===== config.mk =====
export PLATFORM = sky130hd
export DESIGN_NAME = os_match_timer
export DESIGN_NICKNAME = d
export VERILOG_FILES = /design/src/rtl/os_tmr_pkg.sv /design/src/rtl/os_tmr_counter.sv /design/src/rtl/os_tmr_match.sv /design/src/rtl/os_tmr_ctrl.sv /design/src/rtl/os_match_timer.sv
export SDC_FILE = /design/constraint.sdc
export NUM_CORES = 1
export LEC_CHECK = 0
export BUFFER_PORTS_ARGS = -buffer_cell sky130_fd_sc_hd__buf_4
export CAP_MARGIN = 20
export CORE_MARGIN = 10
export CORE_UTILIZATION = 59
export CTS_CLUSTER_SIZE = 30
export DETAILED_ROUTE_END_ITERATION = 12
export PLACE_DENSITY = 0.87
export SETUP_SLACK_MARGIN = 0.1
export SYNTH_ARGS = -nofsm -noshare
export SYNTH_HDL_FRONTEND = slang
export SYNTH_SLANG_ARGS = --single-unit

===== constraint.sdc =====
create_clock -name clk -period 4.7 [get_ports clk]
set_input_delay 0.94 -clock clk [delete_from_list [all_inputs] [get_ports clk]]
set_output_delay 0.94 -clock clk [all_outputs]
set_load 0.005 [all_outputs]

===== src/rtl/os_tmr_pkg.sv =====
package os_tmr_pkg;
  // Word indices of the fixed registers; compare registers occupy words 0..NUM_CH-1
  localparam int unsigned CNT_WORD  = 4;
  localparam int unsigned STAT_WORD = 5;
  localparam int unsigned WDOG_WORD = 6;
  localparam int unsigned IEN_WORD  = 7;

  typedef enum logic [2:0] {
    SEL_MATCH,
    SEL_CNT,
    SEL_STAT,
    SEL_WDOG,
    SEL_IEN,
    SEL_NONE
  } reg_sel_e;
endpackage


===== src/rtl/os_tmr_counter.sv =====
module os_tmr_counter #(
  parameter int unsigned DATA_W = 32
) (
  input  logic              clk,
  input  logic              rst_n,
  input  logic              tick_i,
  input  logic              load_i,
  input  logic [DATA_W-1:0] load_val_i,
  output logic [DATA_W-1:0] cnt_o
);
  logic [DATA_W-1:0] cnt_q, cnt_d;
  logic              cnt_en;

  always_comb begin
    cnt_en = load_i | tick_i;
    cnt_d  = load_i ? load_val_i : cnt_q + DATA_W'(1);
  end

  always_ff @(posedge clk or negedge rst_n) begin
    if (!rst_n)      cnt_q <= '0;
    else if (cnt_en) cnt_q <= cnt_d;
  end

  assign cnt_o = cnt_q;
endmodule


===== src/rtl/os_tmr_match.sv =====
module os_tmr_match #(
  parameter int unsigned DATA_W = 32
) (
  input  logic              clk,
  input  logic              rst_n,
  input  logic              wr_i,
  input  logic [DATA_W-1:0] wdata_i,
  input  logic [DATA_W-1:0] cnt_i,
  output logic [DATA_W-1:0] match_o,
  output logic              hit_o
);
  logic [DATA_W-1:0] match_q;
  logic              eq, eq_q;

  always_comb begin
    eq    = (cnt_i == match_q);
    hit_o = eq & ~eq_q;         // equality just began
  end

  always_ff @(posedge clk or negedge rst_n) begin
    if (!rst_n)    match_q <= '0;
    else if (wr_i) match_q <= wdata_i;
  end

  always_ff @(posedge clk or negedge rst_n) begin
    if (!rst_n) eq_q <= 1'b0;
    else        eq_q <= eq;
  end

  assign match_o = match_q;
endmodule


===== src/rtl/os_tmr_ctrl.sv =====
module os_tmr_ctrl #(
  parameter int unsigned DATA_W  = 32,
  parameter int unsigned NUM_CH  = 4,
  parameter int unsigned IEN_W   = 12,
  parameter int unsigned WDOG_CH = NUM_CH - 1
) (
  input  logic              clk,
  input  logic              rst_n,
  input  logic [NUM_CH-1:0] hit_i,
  input  logic              stat_wr_i,
  input  logic              ien_wr_i,
  input  logic              wdog_wr_i,
  input  logic [DATA_W-1:0] wdata_i,
  output logic [NUM_CH-1:0] status_o,
  output logic [IEN_W-1:0]  ien_o,
  output logic [DATA_W-1:0] wdog_o,
  output logic              wdog_rst_o
);
  logic [NUM_CH-1:0] status_q, status_d, set_v, clr_v;
  logic [IEN_W-1:0]  ien_q;
  logic [DATA_W-1:0] wdog_q, wdog_d;
  logic              wdog_en, fire, pulse_q;

  always_comb begin
    set_v    = hit_i & ien_q[NUM_CH-1:0];
    clr_v    = stat_wr_i ? (wdata_i[NUM_CH-1:0] & status_q) : '0;
    status_d = (status_q & ~clr_v) | set_v;   // a new event wins over a clear
    fire     = hit_i[WDOG_CH] & wdog_q[0];
    wdog_en  = fire | wdog_wr_i;
    wdog_d   = fire ? '0 : wdata_i;
  end

  always_ff @(posedge clk or negedge rst_n) begin
    if (!rst_n) status_q <= '0;
    else        status_q <= status_d;
  end

  always_ff @(posedge clk or negedge rst_n) begin
    if (!rst_n)        ien_q <= '0;
    else if (ien_wr_i) ien_q <= wdata_i[IEN_W-1:0];
  end

  always_ff @(posedge clk or negedge rst_n) begin
    if (!rst_n)       wdog_q <= '0;
    else if (wdog_en) wdog_q <= wdog_d;
  end

  always_ff @(posedge clk or negedge rst_n) begin
    if (!rst_n) pulse_q <= 1'b0;
    else        pulse_q <= fire;
  end

  assign status_o   = status_q;
  assign ien_o      = ien_q;
  assign wdog_o     = wdog_q;
  assign wdog_rst_o = pulse_q;
endmodule


===== src/rtl/os_match_timer.sv =====
module os_match_timer
  import os_tmr_pkg::*;
#(
  parameter int unsigned DATA_W = 32,
  parameter int unsigned NUM_CH = 4,
  parameter int unsigned IEN_W  = 12,
  parameter int unsigned ADDR_W = 8
) (
  input  logic              clk,
  input  logic              rst_n,
  input  logic              tick_en,
  input  logic              bus_wr,
  input  logic              bus_rd,
  input  logic [ADDR_W-1:0] bus_addr,
  input  logic [DATA_W-1:0] bus_wdata,
  output logic [DATA_W-1:0] bus_rdata,
  output logic [NUM_CH-1:0] irq_o,
  output logic              wdog_rst_o
);
  localparam int unsigned WORD_W = ADDR_W - 2;

  logic [WORD_W-1:0]             word;
  logic [1:0]                    unused_byte_sel;
  reg_sel_e                      sel;
  logic [NUM_CH-1:0][DATA_W-1:0] match_arr;
  logic [NUM_CH-1:0]             hit_v, status_v;
  logic [DATA_W-1:0]             cnt_q, wdog_q, rd_mux, rdata_q;
  logic [IEN_W-1:0]              ien_q;

  assign word            = bus_addr[ADDR_W-1:2];
  assign unused_byte_sel = bus_addr[1:0];

  always_comb begin
    sel = SEL_NONE;
    if (word < WORD_W'(NUM_CH))         sel = SEL_MATCH;
    else if (word == WORD_W'(CNT_WORD))  sel = SEL_CNT;
    else if (word == WORD_W'(STAT_WORD)) sel = SEL_STAT;
    else if (word == WORD_W'(WDOG_WORD)) sel = SEL_WDOG;
    else if (word == WORD_W'(IEN_WORD))  sel = SEL_IEN;
  end

  os_tmr_counter #(.DATA_W(DATA_W)) u_cnt (
    .clk        (clk),
    .rst_n      (rst_n),
    .tick_i     (tick_en),
    .load_i     (bus_wr && sel == SEL_CNT),
    .load_val_i (bus_wdata),
    .cnt_o      (cnt_q)
  );

  for (genvar g = 0; g < NUM_CH; g++) begin : g_ch
    os_tmr_match #(.DATA_W(DATA_W)) u_match (
      .clk     (clk),
      .rst_n   (rst_n),
      .wr_i    (bus_wr && sel == SEL_MATCH && word == WORD_W'(g)),
      .wdata_i (bus_wdata),
      .cnt_i   (cnt_q),
      .match_o (match_arr[g]),
      .hit_o   (hit_v[g])
    );
  end

  os_tmr_ctrl #(
    .DATA_W (DATA_W),
    .NUM_CH (NUM_CH),
    .IEN_W  (IEN_W)
  ) u_ctrl (
    .clk        (clk),
    .rst_n      (rst_n),
    .hit_i      (hit_v),
    .stat_wr_i  (bus_wr && sel == SEL_STAT),
    .ien_wr_i   (bus_wr && sel == SEL_IEN),
    .wdog_wr_i  (bus_wr && sel == SEL_WDOG),
    .wdata_i    (bus_wdata),
    .status_o   (status_v),
    .ien_o      (ien_q),
    .wdog_o     (wdog_q),
    .wdog_rst_o (wdog_rst_o)
  );

  always_comb begin
    rd_mux = '0;
    unique case (sel)
      SEL_MATCH: begin
        for (int k = 0; k < NUM_CH; k++)
          if (word == WORD_W'(k)) rd_mux = match_arr[k];
      end
      SEL_CNT:  rd_mux = cnt_q;
      SEL_STAT: rd_mux = {{(DATA_W-NUM_CH){1'b0}}, status_v};
      SEL_WDOG: rd_mux = wdog_q;
      SEL_IEN:  rd_mux = {{(DATA_W-IEN_W){1'b0}}, ien_q};
      default:  rd_mux = '0;
    endcase
  end

  always_ff @(posedge clk or negedge rst_n) begin
    if (!rst_n)      rdata_q <= '0;
    else if (bus_rd) rdata_q <= rd_mux;
  end

  assign bus_rdata = rdata_q;
  assign irq_o     = status_v;
endmodule


==> results.yml, run 1 <==
setup_path:
  criticalPathCategory: "in -> reg"
  path_depth: 6
  end_kind: "flop"
  crit_path_start_kind: "input port"
  slowest_delay_ps: 600
  critPathArrivalTime_ps: 3190
  crit_required_ps: 5110
  critPathMaxFanout: 18
  slowest_stage: "nor2_2"
  reg2regPathDepth: 6
  path_cells: "buf_4 -> nor4_2 -> nand2_1 -> nor2_2 -> buf_4 -> mux2_2"
  worst-path-buf-inv: 2
  critical_path.top_delay_family: "simple AND/OR/NAND/NOR gates"
  crit_top_cell: "buf_4"
finish:
  syn_to_final_growth_pct: 11.6
  antenna_cells: 0
  multi_input_area_mm2: 0.00628
  regArea_mm2: 0.00613
  n_fill_cell: 1542
  final_cells: 1476
  nets: 1224
  layout-drive-gt1-share: 0.288
place:
  hpwl_um: 23800
  io_buffer_count: 79
  placedCellCount: 1429
  place.gp.congestion: 0.952
run_status:
  status: "complete, no violations"
detailed_routing:
  viasPerCell: 6.42
  drtIter0Drc: 988
  drt_wl_total_um: 36000
  drt_first_pass_iters: 5
  ant_nets: 0
  drc: 0
  via_count: 9470
  routedWlPerCell_um: 24.4
global_route:
  grt_antenna_before_repair: 0
  grt.overflow.total: 0
  grt_max_degree: 132
  grt_pass1_wl_um: 56200
  grt_pass1_vias: 9661
  grtUsageTotal: 0.248
floorplanning:
  io-pin-count: 82
  die_width_um: 169
  die_area_mm2: 0.0285
  initial_core_util: 0.598
  rows: 54
  placeableCoreArea_mm2: 0.0218
  die_y_um: 169
sta:
  slew_viol_final: 0
  period_minus_slack_ps: 2770
  worst_pin_slew_ps: 1110
  finClkSkew_ps: 8.79
  setup_viol: 0
  period_share: 0.590
  finalHoldViolCount: 0
  rsz0062_at_grt: "no"
  fmax_ghz: 0.361
  fin_setup_tns_ps: 0
  relSlewSlack: 0.256
clocking:
  cts_tree: "yes"
  clk_pin_slew_ps: 60
  cts_buffers: 26
  cts_hold_buf: 0
  cts_root_buf: "clkbuf_16"
  clock_latency_ps: 540
  cts_buffer_depth: 3
  post_cts_resized: 0
  clock_sinks: 245
  cts_max_level: 1
  post_cts_buffers: 0
power:
  vdd_drop_max_mv: 0.274
  p_int_mw: 4.29
  p_leak_nw: 6.90
  p_sw_frac: 0.302
  power_frac_seq: 0.450
  p_sw_mw: 1.85
  p_per_area_mw_per_mm2: 422
  p_clk_frac: 0.361
  pwr-share-comb: 0.189
logic_synthesis:
  synth_area_leaders: "dfrtp_1, mux2_2, xor2_1, nand2_1, mux4_2"
  synth-edff-count: 0
  yosysWarnings: 0
  synth_common_cells: "dfrtp_1, mux2_2, nand2_1"
  synth.top_cell.area_share: 0.470
  ys_types: 46
  synth_seq_cells: 245
  yosysMostFrequentCell: "dfrtp_1"
  ys_seq_area_frac: 0.470
  synthFlopType: "dfrtp_1"
  syn_area_mm2: 0.0131
  async_reset_ff_frac: 1.00
  yosysTopAreaCell: "dfrtp_1"
  syn_nets: 1187
  syn_avg_cell_area_um2: 11.4
  syn_inst: 1141
job:
  max_cap_violations: 0
worst_hold_path:
  hold_depth: 2
  holdCritPathClass: "reg -> reg"
==> cell usage in the layout (no fill, tap or decap), types with 3 or more instances in the layout <==
master and instances:
nand4_1 12, nor4_1 32, a32o_1 4, o22ai_1 12
a22o_1 3, nor3_2 6, inv_1 29, clkinv_2 5
nor4_4 3, o21ai_1 10, clkbuf_8 7, nand2b_1 12
xor2_1 133, xnor2_1 26, clkbuf_16 27, nand3_1 6
o221ai_1 20, mux4_2 22, bufinv_16 4, o21ai_0 23
a21oi_1 50, mux2_2 159, dfrtp_1 245, nor2_1 34
a22oi_1 5, nor3_1 9, nand2_1 134, buf_4 93
mux2i_1 42
==> through the flow <==
stage,area (um^2),setup slack [ps],utilization,power (mW),hold WS (ps)
6_report,14600,1930,0.668,6.15,502
5_1_grt,14600,1920,0.668,6.34,521
4_1_cts,14600,1960,0.667,6.12,503
3_5_place_dp,13600,1470,0.624,3.89,485
3_3_place_gp,13600,1460,0.624,3.84,483
2_1_floorplan,13100,2210,-,3.52,475
==> sequential cells by signal, indices dropped and copies added, names as in the netlist <==
signal / flops
g_ch.u_match.match_o: 128
u_cnt.cnt_o: 32
u_ctrl.wdog_o: 32
u_ctrl.wdog_rst_o: 1
u_ctrl.ien_o: 12
u_ctrl.status_o: 4
bus_rdata: 32
g_ch.u_match.eq_q: 4
==> layout make-up <==
class	instances	share of cell area
Multi-Input combinational cell	779	0.431
Sequential cell	245	0.421
Tap cell	280	0.0240
Timing Repair Buffer	97	0.0527
Clock inverter	10	0.0106
Clock buffer	36	0.0535
Inverter	29	0.00747
==> worst min-delay path, cell delays in order, from the launching register on <==
cell,delay [ps]
dfrtp_1,350
nand2b_1,60
o221ai_1,60
==> routing by layer <==
layer | track usage | up-vias | part of all wire
met4 | 0.115 | 0 | 0.047
met2 | 0.399 | 511 | 0.48
li1 | - | 4056 | -
met3 | 0.0470 | 127 | 0.085
met1 | 0.317 | 4776 | 0.39
met5 | 0 | - | 0
==> worst paths after layout <==
check / from / end / slack (ps)
setup / recovery: bus_addr[4] / g_ch[3].u_match.match_o[20] / 1930
hold / removal: bus_rdata[28] / bus_rdata[28] / 500
setup reg to reg: u_cnt.cnt_o[23] / u_ctrl.wdog_o[14] / 2000
hold reg to reg: bus_rdata[28] / bus_rdata[28] / 500
max in group asynchronous: rst_n / g_ch[3].u_match.match_o[16] / 3240
min in group asynchronous: rst_n / u_ctrl.wdog_rst_o / 520
==> cells by family (layout without fill, tap and decap cells) <==
logic type	count (synthesis)	after routing	share of synthesized area
buffers and inverters	117	172	0.0512
AND/OR/NAND/NOR	266	266	0.103
flip-flops	245	245	0.470
XOR/XNOR	159	159	0.107
AO/OA/AOI/OAI	129	129	0.0603
adder cells (fa/ha/maj)	1	1	0.000958
multiplexers	224	224	0.208
==> power groups by stage <==
stage | combinational, mW | clock, mW | sequential, mW
6_report | 1.16 | 2.22 | 2.77
5_1_grt | 1.23 | 2.31 | 2.80
4_1_cts | 1.14 | 2.23 | 2.75
3_5_place_dp | 1.11 | 0 | 2.78
3_3_place_gp | 1.08 | 0 | 2.76
2_1_floorplan | 0.970 | 0 | 2.55
Power figures use the tool's default switching activity.
==> run 2, diff against run 1 <==
--- a/config.mk
+++ b/config.mk
@@ -8,10 +8,10 @@
 export BUFFER_PORTS_ARGS = -buffer_cell sky130_fd_sc_hd__buf_4
 export CAP_MARGIN = 20
 export CORE_MARGIN = 10
-export CORE_UTILIZATION = 59
+export CORE_UTILIZATION = 55
 export CTS_CLUSTER_SIZE = 30
 export DETAILED_ROUTE_END_ITERATION = 12
-export PLACE_DENSITY = 0.87
+export PLACE_DENSITY = 0.85
 export SETUP_SLACK_MARGIN = 0.1
 export SYNTH_ARGS = -nofsm -noshare
 export SYNTH_HDL_FRONTEND = slang
==> constraint.sdc (replaced) <==
create_clock -name clk -period 2.3 [get_ports clk]
set_input_delay 0.46 -clock clk [delete_from_list [all_inputs] [get_ports clk]]
set_output_delay 0.46 -clock clk [all_outputs]
set_load 0.005 [all_outputs]
==> results.yml, run 2 (same netlist as run 1, synthesis figures left out) <==
run_status:
  status: "complete, no violations"
global_route:
  grt_antenna_before_repair: 1
  grt_max_degree: 77
  grt_pass1_vias: 10600
  grt_pass1_wl_um: 61200
  grtUsageTotal: 0.253
  grt.overflow.total: 0
setup_path:
  path_cells: "buf_4 -> xor2_1 -> nor4_1 -> nand4_1 -> nor2_1 -> a32o_1"
  end_kind: "flop"
  r2r_start: "u_cnt.cnt_o[27]"
  slowest_delay_ps: 550
  critPathArrivalTime_ps: 2660
  crit_required_ps: 2760
  critPathLaunch: "u_cnt.cnt_o[27]"
  slowest_stage: "nor4_1"
  crit_path_start_kind: "flop"
  critPathMaxFanout: 8
  criticalPathCategory: "reg -> reg"
sta:
  slew_viol_final: 0
  worst_pin_slew_ps: 788
  relSlewSlack: 0.473
  period_minus_slack_ps: 2200
  period_share: 0.956
  setup_slack_ps: 102
  finClkSkew_ps: 25.2
  finalHoldViolCount: 0
  rsz0062_at_grt: "yes"
  fmax_ghz: 0.455
  setup_viol: 0
  fin_setup_tns_ps: 0
floorplanning:
  io-pin-count: 82
  initial_core_util: 0.558
  placeableCoreArea_mm2: 0.0234
  rows: 56
  die_area_mm2: 0.0303
  die_y_um: 174
  die_width_um: 174
power:
  p_total_mw: 12.7
  p_per_area_mw_per_mm2: 831
  p_sw_frac: 0.311
  power_frac_seq: 0.427
  p_leak_nw: 7.26
  vdd_drop_max_mv: 0.508
  p_sw_mw: 3.95
  p_int_mw: 8.78
  p_clk_frac: 0.335
  pwr-share-comb: 0.238
place:
  place_ws_ps: 88.5
  hpwl_um: 26300
  placedCellCount: 1530
  io_buffer_count: 79
  place.gp.congestion: 0.957
job:
  max_cap_violations: 0
finish:
  final_cells: 1583
  nets: 1295
  antenna_cells: 0
  layout_commonest_cell: "dfrtp_1"
  utilization: 0.655
  n_fill_cell: 1700
  layout-drive-gt1-share: 0.331
  final_cell_mix: "dfrtp_1, mux2_2, buf_4"
  largest_reg_flops: 128
  syn_to_final_growth_pct: 17.3
detailed_routing:
  via_count: 9990
  viasPerCell: 6.31
  routedWlPerCell_um: 24.8
  drc: 0
  ant_nets: 0
  drt_first_pass_iters: 5
  drt_wl_total_um: 39300
  drtIter0Drc: 1149
clocking:
  cts_max_level: 1
  cts_tree: "yes"
  cts_buffers: 26
  cts_buffer_depth: 3
  clk_pin_slew_ps: 60
  cts_root_buf: "clkbuf_16"
  clock_latency_ps: 550
  clock_sinks: 245
worst_hold_path:
  holdCritPathClass: "in -> reg"
  hold_path_startpoint: "bus_wdata[23]"
run 2: power by group through the flow:
stage                     sequential [mW]  combinational, mW  clock, mW
after CTS                            5.40               2.89       4.29
after global routing                 5.49               3.18       4.48
after global placement               5.42               2.72          0
after detailed placement             5.47               2.81          0
final                                5.44               3.03       4.27
after floorplan                      5.21               1.98          0
run 2: critical path: cells and delay by family (launching register included):
family                 cells  cell delay, ps
flip-flops                 1             390
AO/OA/AOI/OAI              1             220
buffers and inverters      1             180
XOR/XNOR                   1             220
AND/OR/NAND/NOR            3            1090
run 2: area by class of cell:
type	count	area [um^2]	share of cell area
multi-input cells	779	6310	0.412
flip-flops and latches	245	6140	0.401
clock buffers	38	747	0.0488
clock inverters	5	100	0.00653
repair buffers	168	1520	0.0989
well taps	319	399	0.0261
inverters	29	109	0.00711
run 2: worst paths after layout:
kind / endpoint / slack, ps / cells past startpoint
max in group asynchronous: g_ch[2].u_match.match_o[6] / 1110 / 3
min in group asynchronous: bus_rdata[2] / 490 / 2
max reg2reg: u_ctrl.status_o[1] / 100 / 6
max: u_ctrl.status_o[1] / 100 / 6
min reg2reg: bus_rdata[28] / 500 / 2
min: u_cnt.cnt_o[23] / 160 / 3
run 2: through the flow:
step           area, um^2  hold WS [ps]
2_1_floorplan       13100           164
3_3_place_gp        14300           484
3_5_place_dp        14300           491
4_1_cts             15300           160
5_1_grt             15300           182
6_report            15300           155
run 2: metal layers:
layer	vias to the layer above	part of all wire	track usage
li1	4198	-	-
met1	5041	0.37	0.306
met2	594	0.48	0.408
met3	157	0.095	0.0592
met4	0	0.058	0.146
met5	-	0	0
run 2: repair_timing:
| action | 4_1_cts | 5_1_grt |
|---|---|---|
| hold buffers | 1 | 0 |
| buffers inserted | 6 | 1 |
| pin swaps | 3 | 4 |
| cloned | 2 | 0 |
| resized for setup | 5 | 11 |
| endpoints found under the setup margin | 23 | 41 |
| hold endpoints to repair | 66 | 0 |
==> run 3, diff against run 2 <==
--- a/config.mk
+++ b/config.mk
@@ -15,4 +15,5 @@
 export SETUP_SLACK_MARGIN = 0.1
 export SYNTH_ARGS = -nofsm -noshare
 export SYNTH_HDL_FRONTEND = slang
+export SYNTH_HIERARCHICAL = 1
 export SYNTH_SLANG_ARGS = --single-unit
==> results.yml, run 3 <==
worst_hold_path:
  holdCritPathClass: "in -> reg"
  hold_path_startpoint: "bus_wdata[7]"
logic_synthesis:
  syn_nets: 1136
  yosysMostFrequentCell: "dfrtp_1"
  ys_types: 58
  synthFlopType: "dfrtp_1"
  synth_area_leaders: "dfrtp_1, mux2_2, xor2_1, mux2i_1, mux4_2"
  synth.top_cell.area_share: 0.467
  synth_common_cells: "dfrtp_1, mux2_2, xor2_1"
  async_reset_ff_frac: 1.00
  synth-edff-count: 0
  yosysTopAreaCell: "dfrtp_1"
  syn_area_mm2: 0.0131
  yosysWarnings: 6
  syn_avg_cell_area_um2: 12.0
  ys_seq_area_frac: 0.467
  synth_seq_cells: 245
  syn_inst: 1090
setup_path:
  criticalPathCategory: "reg -> reg"
  end_kind: "flop"
  critPathMaxFanout: 11
  critPathArrivalTime_ps: 2670
  critPathLaunch: "u_cnt/cnt_o[3]"
  crit_path_start_kind: "flop"
  crit_required_ps: 2690
  r2r_start: "u_cnt/cnt_o[3]"
floorplanning:
  rows: 56
  die_width_um: 175
  die_area_mm2: 0.0305
  placeableCoreArea_mm2: 0.0235
  io-pin-count: 82
  die_y_um: 175
  initial_core_util: 0.560
sta:
  fmax_ghz: 0.438
  finalHoldViolCount: 0
  relSlewSlack: 0.563
  period_share: 0.993
  finClkSkew_ps: 17.1
  period_minus_slack_ps: 2280
  fin_setup_tns_ps: 0
  worst_pin_slew_ps: 639
  setup_viol: 0
  setup_slack_ps: 16.9
  hold_ws_ps: 189
  rsz0062_at_grt: "yes"
  slew_viol_final: 0
clocking:
  clock_sinks: 245
  clk_pin_slew_ps: 60
  cts_max_level: 1
  cts_buffer_depth: 3
  cts_buffers: 25
  cts_root_buf: "clkbuf_16"
  cts_tree: "yes"
  clock_latency_ps: 540
finish:
  antenna_cells: 0
  layout_commonest_cell: "dfrtp_1"
  layout-drive-gt1-share: 0.339
  syn_to_final_growth_pct: 19.5
  nets: 1290
  final_area_mm2: 0.0157
  final_cell_mix: "dfrtp_1, buf_4, mux2_2"
  largest_reg_flops: 128
run_status:
  status: "complete, no violations"
detailed_routing:
  drt_wl_total_um: 39000
  drc: 0
  drtIter0Drc: 1108
  via_count: 10100
  drt_first_pass_iters: 5
  ant_nets: 0
  viasPerCell: 6.38
  routedWlPerCell_um: 24.7
global_route:
  grt.overflow.total: 0
  grt_max_degree: 75
  grt_pass1_vias: 10500
  grtUsageTotal: 0.245
  grt_pass1_wl_um: 59700
  grt_antenna_before_repair: 0
power:
  p_leak_nw: 7.24
  vdd_drop_max_mv: 0.678
  p_per_area_mw_per_mm2: 790
  p_clk_frac: 0.313
  p_total_mw: 12.4
  power_frac_seq: 0.437
  p_int_mw: 8.51
  p_sw_mw: 3.89
  pwr-share-comb: 0.250
  p_sw_frac: 0.313
place:
  postPlaceCellArea_mm2: 0.0147
  place.gp.congestion: 0.933
  hpwl_um: 26500
  place_ws_ps: 56.5
  io_buffer_count: 79
job:
  max_cap_violations: 0
-- run 3: cell count changes after synthesis, sizes merged, moves of 12 or more --
cell and change:
buf -15, a21oi -46, nand2 -100, nand3 +39, mux2 -15, o22ai -12, nor2 +27, xnor2 -15
mux2i +19, a31oi +12
-- run 3: power groups by stage --
stage	Clock (mW)	Combinational, mW	Sequential [mW]
final	3.88	3.10	5.42
after global routing	4.07	3.31	5.48
after CTS	3.89	2.98	5.40
after detailed placement	0	2.93	5.47
after global placement	0	2.85	5.42
after floorplan	0	1.53	5.51
-- run 3: area by class of cell --
type	instances	area, um^2
fill	1608	7780
multi-input combinational	752	6600
sequential	245	6140
timing repair buffer	192	1700
clock buffer	36	737
tap	319	399
inverter	28	106
clock inverter	4	20.0
-- run 3: kinds of logic after synthesis --
logic type,after synthesis,share of synthesized area
DFF,245,0.467
and+or+nand+nor,265,0.111
AOI/OAI and AO/OA,105,0.0579
xor gates and xnor gates,143,0.0954
adders and majority gates,1,0.000953
buffers and inverters,93,0.0400
muxes,238,0.228
-- run 3: path summary, 6_finish.rpt --
path,end,slack [ps],depth (start not counted)
setup / recovery,u_cnt/cnt_o[30],20,5
hold / removal,u_cnt/cnt_o[7],190,3
setup reg to reg,u_cnt/cnt_o[30],20,5
hold reg to reg,u_ctrl/ien_o[10],510,1
max in group asynchronous,u_cnt/cnt_o[14],1080,3
min in group asynchronous,g_ch[0].u_match/match_o[3],530,2
-- run 3: metrics by stage --
stage | utilization | instances
6_report | 0.669 | 1576
3_5_place_dp | 0.628 | 1527
3_3_place_gp | 0.628 | 1527
5_1_grt | 0.669 | 1576
4_1_cts | 0.661 | 1568
2_1_floorplan | - | 1090
-- run 3: layer usage --
layer,vias up,global-route usage,share of wire
li1,4299,-,-
met3,112,0.0436,0.091
met2,528,0.396,0.48
met4,0,0.0975,0.037
met1,5120,0.321,0.40
met5,-,0,0
-- run 3: worst max-delay path, stage by stage (launching register included) --
cell and delay, ps:
dfrtp_2 440, nand4_1 230, buf_4 250, or4_1 590, o41ai_2 450, a31oi_1 170
-- run 3: repair_timing --
| action | CTS | global route |
|---|---|---|
| resized for setup | 4 | 19 |
| pin swaps | 0 | 15 |
| buffers inserted | 0 | 6 |
| hold buffers | 1 | 0 |
| hold endpoints to repair | 65 | 0 |
| endpoints found under the setup margin | 27 | 37 |
| gates cloned | 0 | 2 |
